`src/rtl/brg_pkg.sv`:
```
package brg_pkg;

    // Controller states of the divider
    typedef enum logic [1:0] {
        ST_IDLE  = 2'd0,
        ST_COUNT = 2'd1,
        ST_WRAP  = 2'd2
    } brg_state_e;

endpackage

```
`src/rtl/brg_tc_stage.sv`:
```
// Byte-wise staging of the time constant, with a commit that requires both lanes.
module brg_tc_stage #(
    parameter int              CNT_W    = 16,
    parameter logic [CNT_W-1:0] RESET_TC = '0
) (
    input  logic             clk,
    input  logic             rst_n,
    input  logic [1:0]       lane_wr,
    input  logic [CNT_W/2-1:0] lane_data,
    input  logic             commit,
    output logic [CNT_W-1:0] tc_use
);
    localparam int LANES  = 2;
    localparam int LANE_W = CNT_W / LANES;

    logic [CNT_W-1:0] stage_q;
    logic [LANES-1:0] pend_q;
    logic [CNT_W-1:0] active_q;
    logic             all_pend;

    for (genvar l = 0; l < LANES; l++) begin : g_lane
        always_ff @(posedge clk or negedge rst_n) begin
            if (!rst_n) begin
                stage_q[l*LANE_W +: LANE_W] <= RESET_TC[l*LANE_W +: LANE_W];
                pend_q[l]                   <= 1'b0;
            end else begin
                if (commit && all_pend) begin
                    pend_q[l] <= 1'b0;
                end
                if (lane_wr[l]) begin
                    stage_q[l*LANE_W +: LANE_W] <= lane_data;
                    pend_q[l]                   <= 1'b1;
                end
            end
        end
    end

    assign all_pend = &pend_q;

    // Value the counter loads at this edge: staged if complete, else the one in force
    always_comb begin
        tc_use = all_pend ? stage_q : active_q;
    end

    always_ff @(posedge clk or negedge rst_n) begin
        if (!rst_n) begin
            active_q <= RESET_TC;
        end else if (commit) begin
            active_q <= tc_use;
        end
    end

endmodule

```
`src/rtl/brg_fsm.sv`:
```
// Counter, output flip-flop and the controller that sequences them.
module brg_fsm
    import brg_pkg::*;
#(
    parameter int CNT_W = 16
) (
    input  logic             clk,
    input  logic             rst_n,
    input  logic             run,
    input  logic             tick_en,
    input  logic [CNT_W-1:0] tc_use,
    output logic             commit,
    output logic             out_q,
    output logic             tick_q,
    output logic [CNT_W-1:0] cnt_q,
    output brg_state_e       st_q
);
    localparam logic [CNT_W-1:0] CNT_ZERO = '0;
    localparam logic [CNT_W-1:0] CNT_ONE  = CNT_W'(1);

    brg_state_e st_d;
    logic       cnt_done;

    assign cnt_done = (cnt_q == CNT_ZERO);

    // State register
    always_ff @(posedge clk or negedge rst_n) begin
        if (!rst_n) begin
            st_q <= ST_IDLE;
        end else begin
            st_q <= st_d;
        end
    end

    // Next state: halt has priority over every transition
    always_comb begin
        st_d = st_q;
        if (!run) begin
            st_d = ST_IDLE;                       // halt
        end else begin
            unique case (st_q)
                ST_IDLE:  st_d = ST_COUNT;        // start
                ST_COUNT: if (tick_en && cnt_done) st_d = ST_WRAP;   // expire
                ST_WRAP:  if (tick_en) st_d = ST_COUNT;              // reload
                default:  st_d = ST_IDLE;
            endcase
        end
    end

    // A new constant may be taken on a start or on a reload
    always_comb begin
        commit = run && ((st_q == ST_IDLE) || (st_q == ST_WRAP && tick_en));
    end

    // Outputs and datapath
    always_ff @(posedge clk or negedge rst_n) begin
        if (!rst_n) begin
            cnt_q  <= CNT_ZERO;
            out_q  <= 1'b1;
            tick_q <= 1'b0;
        end else begin
            tick_q <= 1'b0;
            if (!run) begin
                out_q <= 1'b1;
            end else begin
                unique case (st_q)
                    ST_IDLE: begin
                        cnt_q <= tc_use;
                        out_q <= 1'b1;
                    end
                    ST_COUNT: begin
                        if (tick_en && !cnt_done) begin
                            cnt_q <= cnt_q - CNT_ONE;
                        end
                    end
                    ST_WRAP: begin
                        if (tick_en) begin
                            cnt_q  <= tc_use;
                            out_q  <= ~out_q;
                            tick_q <= 1'b1;
                        end
                    end
                    default: begin
                        out_q <= 1'b1;
                    end
                endcase
            end
        end
    end

endmodule

```
`src/rtl/brg_top.sv`:
```
module brg_top
    import brg_pkg::*;
#(
    parameter int               CNT_W    = 16,
    parameter logic [CNT_W-1:0] RESET_TC = CNT_W'(10)
) (
    input  logic               clk,
    input  logic               rst_n,
    input  logic               tick_en,
    input  logic               run,
    input  logic               wr_lo,
    input  logic               wr_hi,
    input  logic [CNT_W/2-1:0] wr_data,
    output logic               baud_out,
    output logic               baud_tick
);
    logic [CNT_W-1:0] tc_use;
    logic             commit;
    logic [CNT_W-1:0] cnt_q;
    brg_state_e       st_q;

    brg_tc_stage #(
        .CNT_W    (CNT_W),
        .RESET_TC (RESET_TC)
    ) u_stage (
        .clk       (clk),
        .rst_n     (rst_n),
        .lane_wr   ({wr_hi, wr_lo}),
        .lane_data (wr_data),
        .commit    (commit),
        .tc_use    (tc_use)
    );

    brg_fsm #(
        .CNT_W (CNT_W)
    ) u_fsm (
        .clk     (clk),
        .rst_n   (rst_n),
        .run     (run),
        .tick_en (tick_en),
        .tc_use  (tc_use),
        .commit  (commit),
        .out_q   (baud_out),
        .tick_q  (baud_tick),
        .cnt_q   (cnt_q),
        .st_q    (st_q)
    );

endmodule

```
`config.mk`:
```
export PLATFORM = sky130hd
export DESIGN_NAME = brg_top
export DESIGN_NICKNAME = d
export VERILOG_FILES = /design/src/rtl/brg_pkg.sv /design/src/rtl/brg_tc_stage.sv /design/src/rtl/brg_fsm.sv /design/src/rtl/brg_top.sv
export SDC_FILE = /design/constraint.sdc
export NUM_CORES = 1
export LEC_CHECK = 0
export CAP_MARGIN = 10
export CORE_ASPECT_RATIO = 0.9
export CORE_MARGIN = 4
export CORE_UTILIZATION = 65
export CTS_CLUSTER_SIZE = 10
export DETAILED_ROUTE_END_ITERATION = 16
export DONT_BUFFER_PORTS = 1
export PLACE_DENSITY = 0.81
export SKIP_LAST_GASP = 1
export SYNTH_ARGS = -nofsm -noshare
export SYNTH_HDL_FRONTEND = slang
export SYNTH_HIERARCHICAL = 1
export SYNTH_SLANG_ARGS = --single-unit
```
`constraint.sdc`:
```
create_clock -name clk -period 3.7 [get_ports clk]
set_input_delay 0.555 -clock clk [delete_from_list [all_inputs] [get_ports clk]]
set_output_delay 0.555 -clock clk [all_outputs]
set_load 0.03 [all_outputs]
```
**Yosys cells after proc, flatten, opt, wreduce, memory -nomap -nowiden**

Index checks and enable logic that the tools add are counted.

- Register bits: 54
- Latch bits: 0
- Memory bits (writable): 0
- Memory bits (read-only): 0
- Logic and storage cells: 51
- Memories: 0

- Add/subtract/negate cells: 1
- Multipliers: 0
- Div/mod/pow operators: 0
- $lt $le $gt $ge: 0
- Equal/unequal tests: 7
- Shifts and indexed selects: 0
- Mux-type cells: 17
- Bitwise logic cells: 1
- Reductions and logical operators: 16

Operator list:

| cell | number |
|---|---|
| $mux W16 | 3 |
| $pmux W16 S3 | 1 |
| $logic_not A16 Y1 | 1 |
| $sub A16 B1 Y16 const B | 1 |
| $mux W1 | 8 |
| $mux W2 | 3 |
| $pmux W2 S3 | 1 |
| $reduce_and A2 Y1 | 3 |
| $logic_and A1 B1 Y1 | 5 |
| $ne A2 B2 Y1 const B | 2 |
| $reduce_and A4 Y1 | 1 |
| $reduce_bool A2 Y1 | 2 |
| $ne A3 B2 Y1 const B | 1 |
| $ne A3 B3 Y1 const B | 1 |
| $reduce_bool A3 Y1 | 1 |
| $eq A2 B1 Y1 const B | 1 |
| $eq A2 B2 Y1 const B | 1 |
| $logic_not A2 Y1 | 1 |
| $ne A2 B1 Y1 const B | 1 |
| $pmux W1 S2 | 1 |
| $logic_not A1 Y1 | 1 |
| $logic_or A1 B1 Y1 | 1 |
| $not A1 Y1 | 1 |

**Longest topological paths before layout**

- Depth after elaboration: 7
- Depth in mapped cells: 8
- Gate-level depth less buffers: 7

**Cells and area by module**

Netlist, hierarchy kept.

Modules (own cells, without submodules):

| module | instances | cells each | area an instance (µm²) | seq. area each (µm²) |
|---|---|---|---|---|
| brg_tc_stage | 1 | 92 | 1476.4 | 855.8 |
| brg_fsm | 1 | 152 | 1276.2 | 501.7 |

**Least setup slack after synthesis**

No wires, ideal clock.

- Kind: in2reg
- From: in tick_en
- To: reg u_stage.active_q[10]
- Setup time: 125 ps
- Arrival: 1671 ps
- Required time: 3575 ps
- Setup slack: 1904 ps
- Stages on the path: 7
- Path buffers: 2
- Path through: buf_2 nand2b_1 nand3b_1 inv_1 nand3_4 buf_6 mux2_2

- Longest elaborated chain between the ends: 3

Ends and longest elaborated chain:

| element | line | source |
|---|---|---|
| start, declared | brg_top.sv:9 | `input logic tick_en,` |
| $logic_and A1 B1 Y1 | brg_fsm.sv:52 | `commit = run && ((st_q == ST_IDLE) \|\| (st_q == ST_WRAP && tick_en));` |
| $logic_or A1 B1 Y1 | brg_fsm.sv:52 |  |
| $logic_and A1 B1 Y1 | brg_fsm.sv:52 |  |
| via commit | brg_top.sv:18 | `logic commit;` |
| end signal, assigned | brg_tc_stage.sv:49 | `active_q <= tc_use;` |
| end, declared | brg_tc_stage.sv:18 | `logic [CNT_W-1:0] active_q;` |

The timed path passes the listed nets, and every way through them passes these cells.
A chain may end at the register's enable or synchronous reset.

**Worst setup path in the final report**

- From: reg u_fsm.cnt_q[0]
- To: reg u_fsm.cnt_q[13]

- Longest elaborated chain between the ends: 5
- Elaborated cells on any way between the ends: 8
- Those cells by class: 1 x add/sub; 1 x eq/ne; 2 x mux; 4 x reduce/logical

Ends and longest elaborated chain:

| element | line | source |
|---|---|---|
| start, declared | brg_fsm.sv:15 | `output logic [CNT_W-1:0] cnt_q,` |
| start signal, assigned | brg_fsm.sv:68 | `cnt_q <= tc_use;` |
| start signal, assigned | brg_fsm.sv:73 | `cnt_q <= cnt_q - CNT_ONE;` |
| start signal, assigned | brg_fsm.sv:78 | `cnt_q <= tc_use;` |
| parallel branches: the longest is 5 deep, another holds $sub A16 B1 Y16 | n/a |  |

Several ways; the timed one is not identified. The select of a mux whose other input is x is not followed.

==> results.md <==
* Tot GR Track Use at 0.214
* WHS at 0.0823 ns
* Run status: finished clean
* Mux cell area share after synthesis at 0.196
* Synth area leaders: dfrtp_1 45%, mux2_2 20%, dfstp_2 4.8%
* Final setup viols at 0
* Psw at 0.000436 W
* Chip width at 76.6 um
* Commonest non-fill, non-tap cells in the layout: 49 x dfrtp_1, 48 x mux2_2, 22 x a21oi_1
* RSZ-0062 raised after global routing: no
* CP startpoint kind: flop
* H-tree depth at 2
* CP required at 3.95 ns
* Worst-path fanout max at 21
* Final net count at 255
* Clock Root Buffer: clkbuf_8
* Synth Warn # at 6
* FF+latch count, synth at 54
* Worst-Skew Late Latency at 0.30 ns
* Post-synthesis sequential area ratio at 0.493
* Pin count of the biggest net entering global routing at 50
* Fin area at 2850 um^2
* Internal power at 0.00101 W
* Largest family of logic cells by synthesized area: multiplexers
* Clock sink count at 54
* Placed Instance Area at 2740 um^2
* Syn nets at 259
* Highest clock rate at 0.477 GHz
* Fraction of layout cells with a size suffix above 1 at 0.299
* # placed instances at 280
* Routed vias at 1862
* Distinct cell type count after synthesis at 43
* GPL Wtd Cong at 0.821
* Vias per cell at 6.44
* WL final at 5440 um
* Commonest non-fill, non-tap cell in the layout: dfrtp_1
* Final setup TNS at 0 ns
* Critical path's largest stage delay at 0.64 ns
* Standard-cell rows at 22
* Drt pass-1 iters at 4
* Clk slew on worst S/H paths at 0.10 ns
* Post-synthesis simple-gate area fraction at 0.131
* Core Region at 4070 um^2
* Slew @ Worst Pin at 0.812 ns
* Leakage at 1.12 nW
* Post-synth top area cell: dfrtp_1
* Worst slew margin at 0.459
* PostCTS Resize Cnt at 0
* Synth-to-Final Area Change at 3.41%
* Port Buffers at 0
* Hold Path Class: input pin to async pin
* Critical Path AT at 2.34 ns
* Layout Cells excl Fill at 289
* Final hold violations at 0
* Cell count after synthesis at 244
* Share of Yosys cell area claimed by the top area cell type at 0.445
* Die area at 5340 um^2
* Power Dens Cells at 509 nW/um^2
* Adder-cell share of the synthesized area at 0.00455
* Vias in the first global route at 1883
* CTS buffer count at 5
* Ant diodes at 0
* Worst-case clock skew at 0.0129 ns
* XOR/XNOR Fraction of Synth Area at 0.00318
* Setup CP Type: flop to flop
* Slowest CP cell: o21ai_2
* Sequential share of power at 0.569
* DR iter-0 viols at 151
* Max Slew Vio Count at 0
* CP endpoint kind: flop
* Die height at 69.7 um
* Post-route DRC at 0
* Cell area after synthesis at 2750 um^2
* CTS tree: built
* Final period util at 0.567
* Antenna viol nets, final at 0
* Crit path time final at 2.10 ns
* Drt wl/cell at 18.8 um
* MaxCap Viol Count at 0
* Sw Ratio at 0.301
* Peak supply drop at 326 uV
* Clock power share at 0.219
* DPL Wire Length at 3630 um
* Grt ovf at 0
* First-pass GRT wire length at 9110 um
* Initial antenna violation count at 0
* Logic gate share of total power at 0.211
* Critical path cell sequence: inv_1 -> ha_1 -> nor4b_4 -> and4_1 -> o21ai_2 -> o21a_1 -> o22a_1
* # IOs at 16
* Avg Cell Area, Syn at 11.3 um^2
* Clock tree buffer depth at 2
* Complex-gate fraction of the synthesized area at 0.135
* Starting density of the core at 0.676
==> area by class of cell <==
type	count	area, um^2
multi-input cells	174	1300
flip-flops and latches	54	1360
well taps	48	60.1
repair buffers	2	35.0
clock inverters	1	7.51
clock buffers	7	76.3
fillers	309	1230
inverters	3	11.3
==> synth_stat cells, drive strengths merged <==
library cell	instances
a21oi	22
o41ai	1
clkbuf	3
o22a	3
nor2	14
inv	3
nor4	4
o21ai	8
dfstp	5
nor2b	3
nand3	3
o22ai	6
dfrtp	49
xor2	1
a22oi	1
a31o	3
ha	1
o31a	1
a31oi	4
o2bb2ai	1
nand3b	2
and4	1
nand2b	6
o21a	5
nand2	20
mux2	48
a21o	2
buf	10
o32ai	1
nor4b	2
nor3	6
nand4	2
or3	2
a211oi	1
==> power groups by stage <==
stage,Sequential [W],Clock (W),Combinational (W)
floorplan,0.000801,0,0.000256
global placement,0.000825,0,0.000274
detailed placement,0.000835,0,0.000287
CTS,0.000822,0.000324,0.000304
global route,0.000840,0.000355,0.000334
finish,0.000824,0.000318,0.000306
==> path summary, 6_finish.rpt <==
kind                                      from                  end  slack, ns  cells after the start
min in group clk                           run          u_fsm/out_q       0.28                      1
setup / recovery                u_fsm/cnt_q[0]      u_fsm/cnt_q[13]       1.60                      7
setup reg to reg                u_fsm/cnt_q[0]      u_fsm/cnt_q[13]       1.60                      7
hold / removal                           rst_n    u_stage/pend_q[0]       0.08                      1
hold reg to reg            u_stage/active_q[8]  u_stage/active_q[8]       0.51                      1
max in group asynchronous                rst_n       u_fsm/cnt_q[0]       3.39                      1
==> sequential cells by signal, summed over array words and instances (netlist names) <==
register / cells
u_fsm/cnt_q: 16
u_stage/pend_q: 2
u_fsm/out_q: 1
u_stage/active_q: 16
u_stage/stage_q: 16
u_fsm/st_q: 2
u_fsm/tick_q: 1
==> metrics by stage <==
stage | total power [W] | utilization | worst slack [ns]
final | 0.00145 | 0.699 | 1.60
after global placement | 0.00110 | 0.671 | 1.76
after CTS | 0.00145 | 0.699 | 1.64
after floorplan | 0.00106 | - | 1.90
after global routing | 0.00153 | 0.699 | 1.45
after detailed placement | 0.00112 | 0.671 | 1.68
==> layer usage <==
| layer | wire (um) | share of wire | vias to the layer above | global-route usage |
|---|---|---|---|---|
| met5 | 0 | 0 | - | 0 |
| met4 | 106 | 0.019 | 0 | 0.0724 |
| met3 | 257 | 0.047 | 12 | 0.0429 |
| met2 | 2670 | 0.49 | 58 | 0.365 |
| met1 | 2410 | 0.44 | 911 | 0.272 |
| li1 | - | - | 881 | - |
==> critical path, delay by kind of cell (launching register included) <==
kind / cells / cell delay (ns)
compound gates: 3 / 1.00
fa+ha+maj: 1 / 0.26
buf+inv: 1 / 0.08
flops: 1 / 0.37
simple gates: 2 / 0.34
==> kinds of logic after synthesis <==
logic type	after synthesis
flip-flops	54
adder cells (fa/ha/maj)	1
buffers and inverters	16
AND/OR/NAND/NOR	65
AO/OA/AOI/OAI	59
XOR/XNOR	1
multiplexers	48
==> repair_timing <==
item / CTS / global route
buffers inserted: 0 / 0
hold buffers: 1 / 0
hold endpoints to repair: 49 / 0
Power figures use the tool's default switching activity.
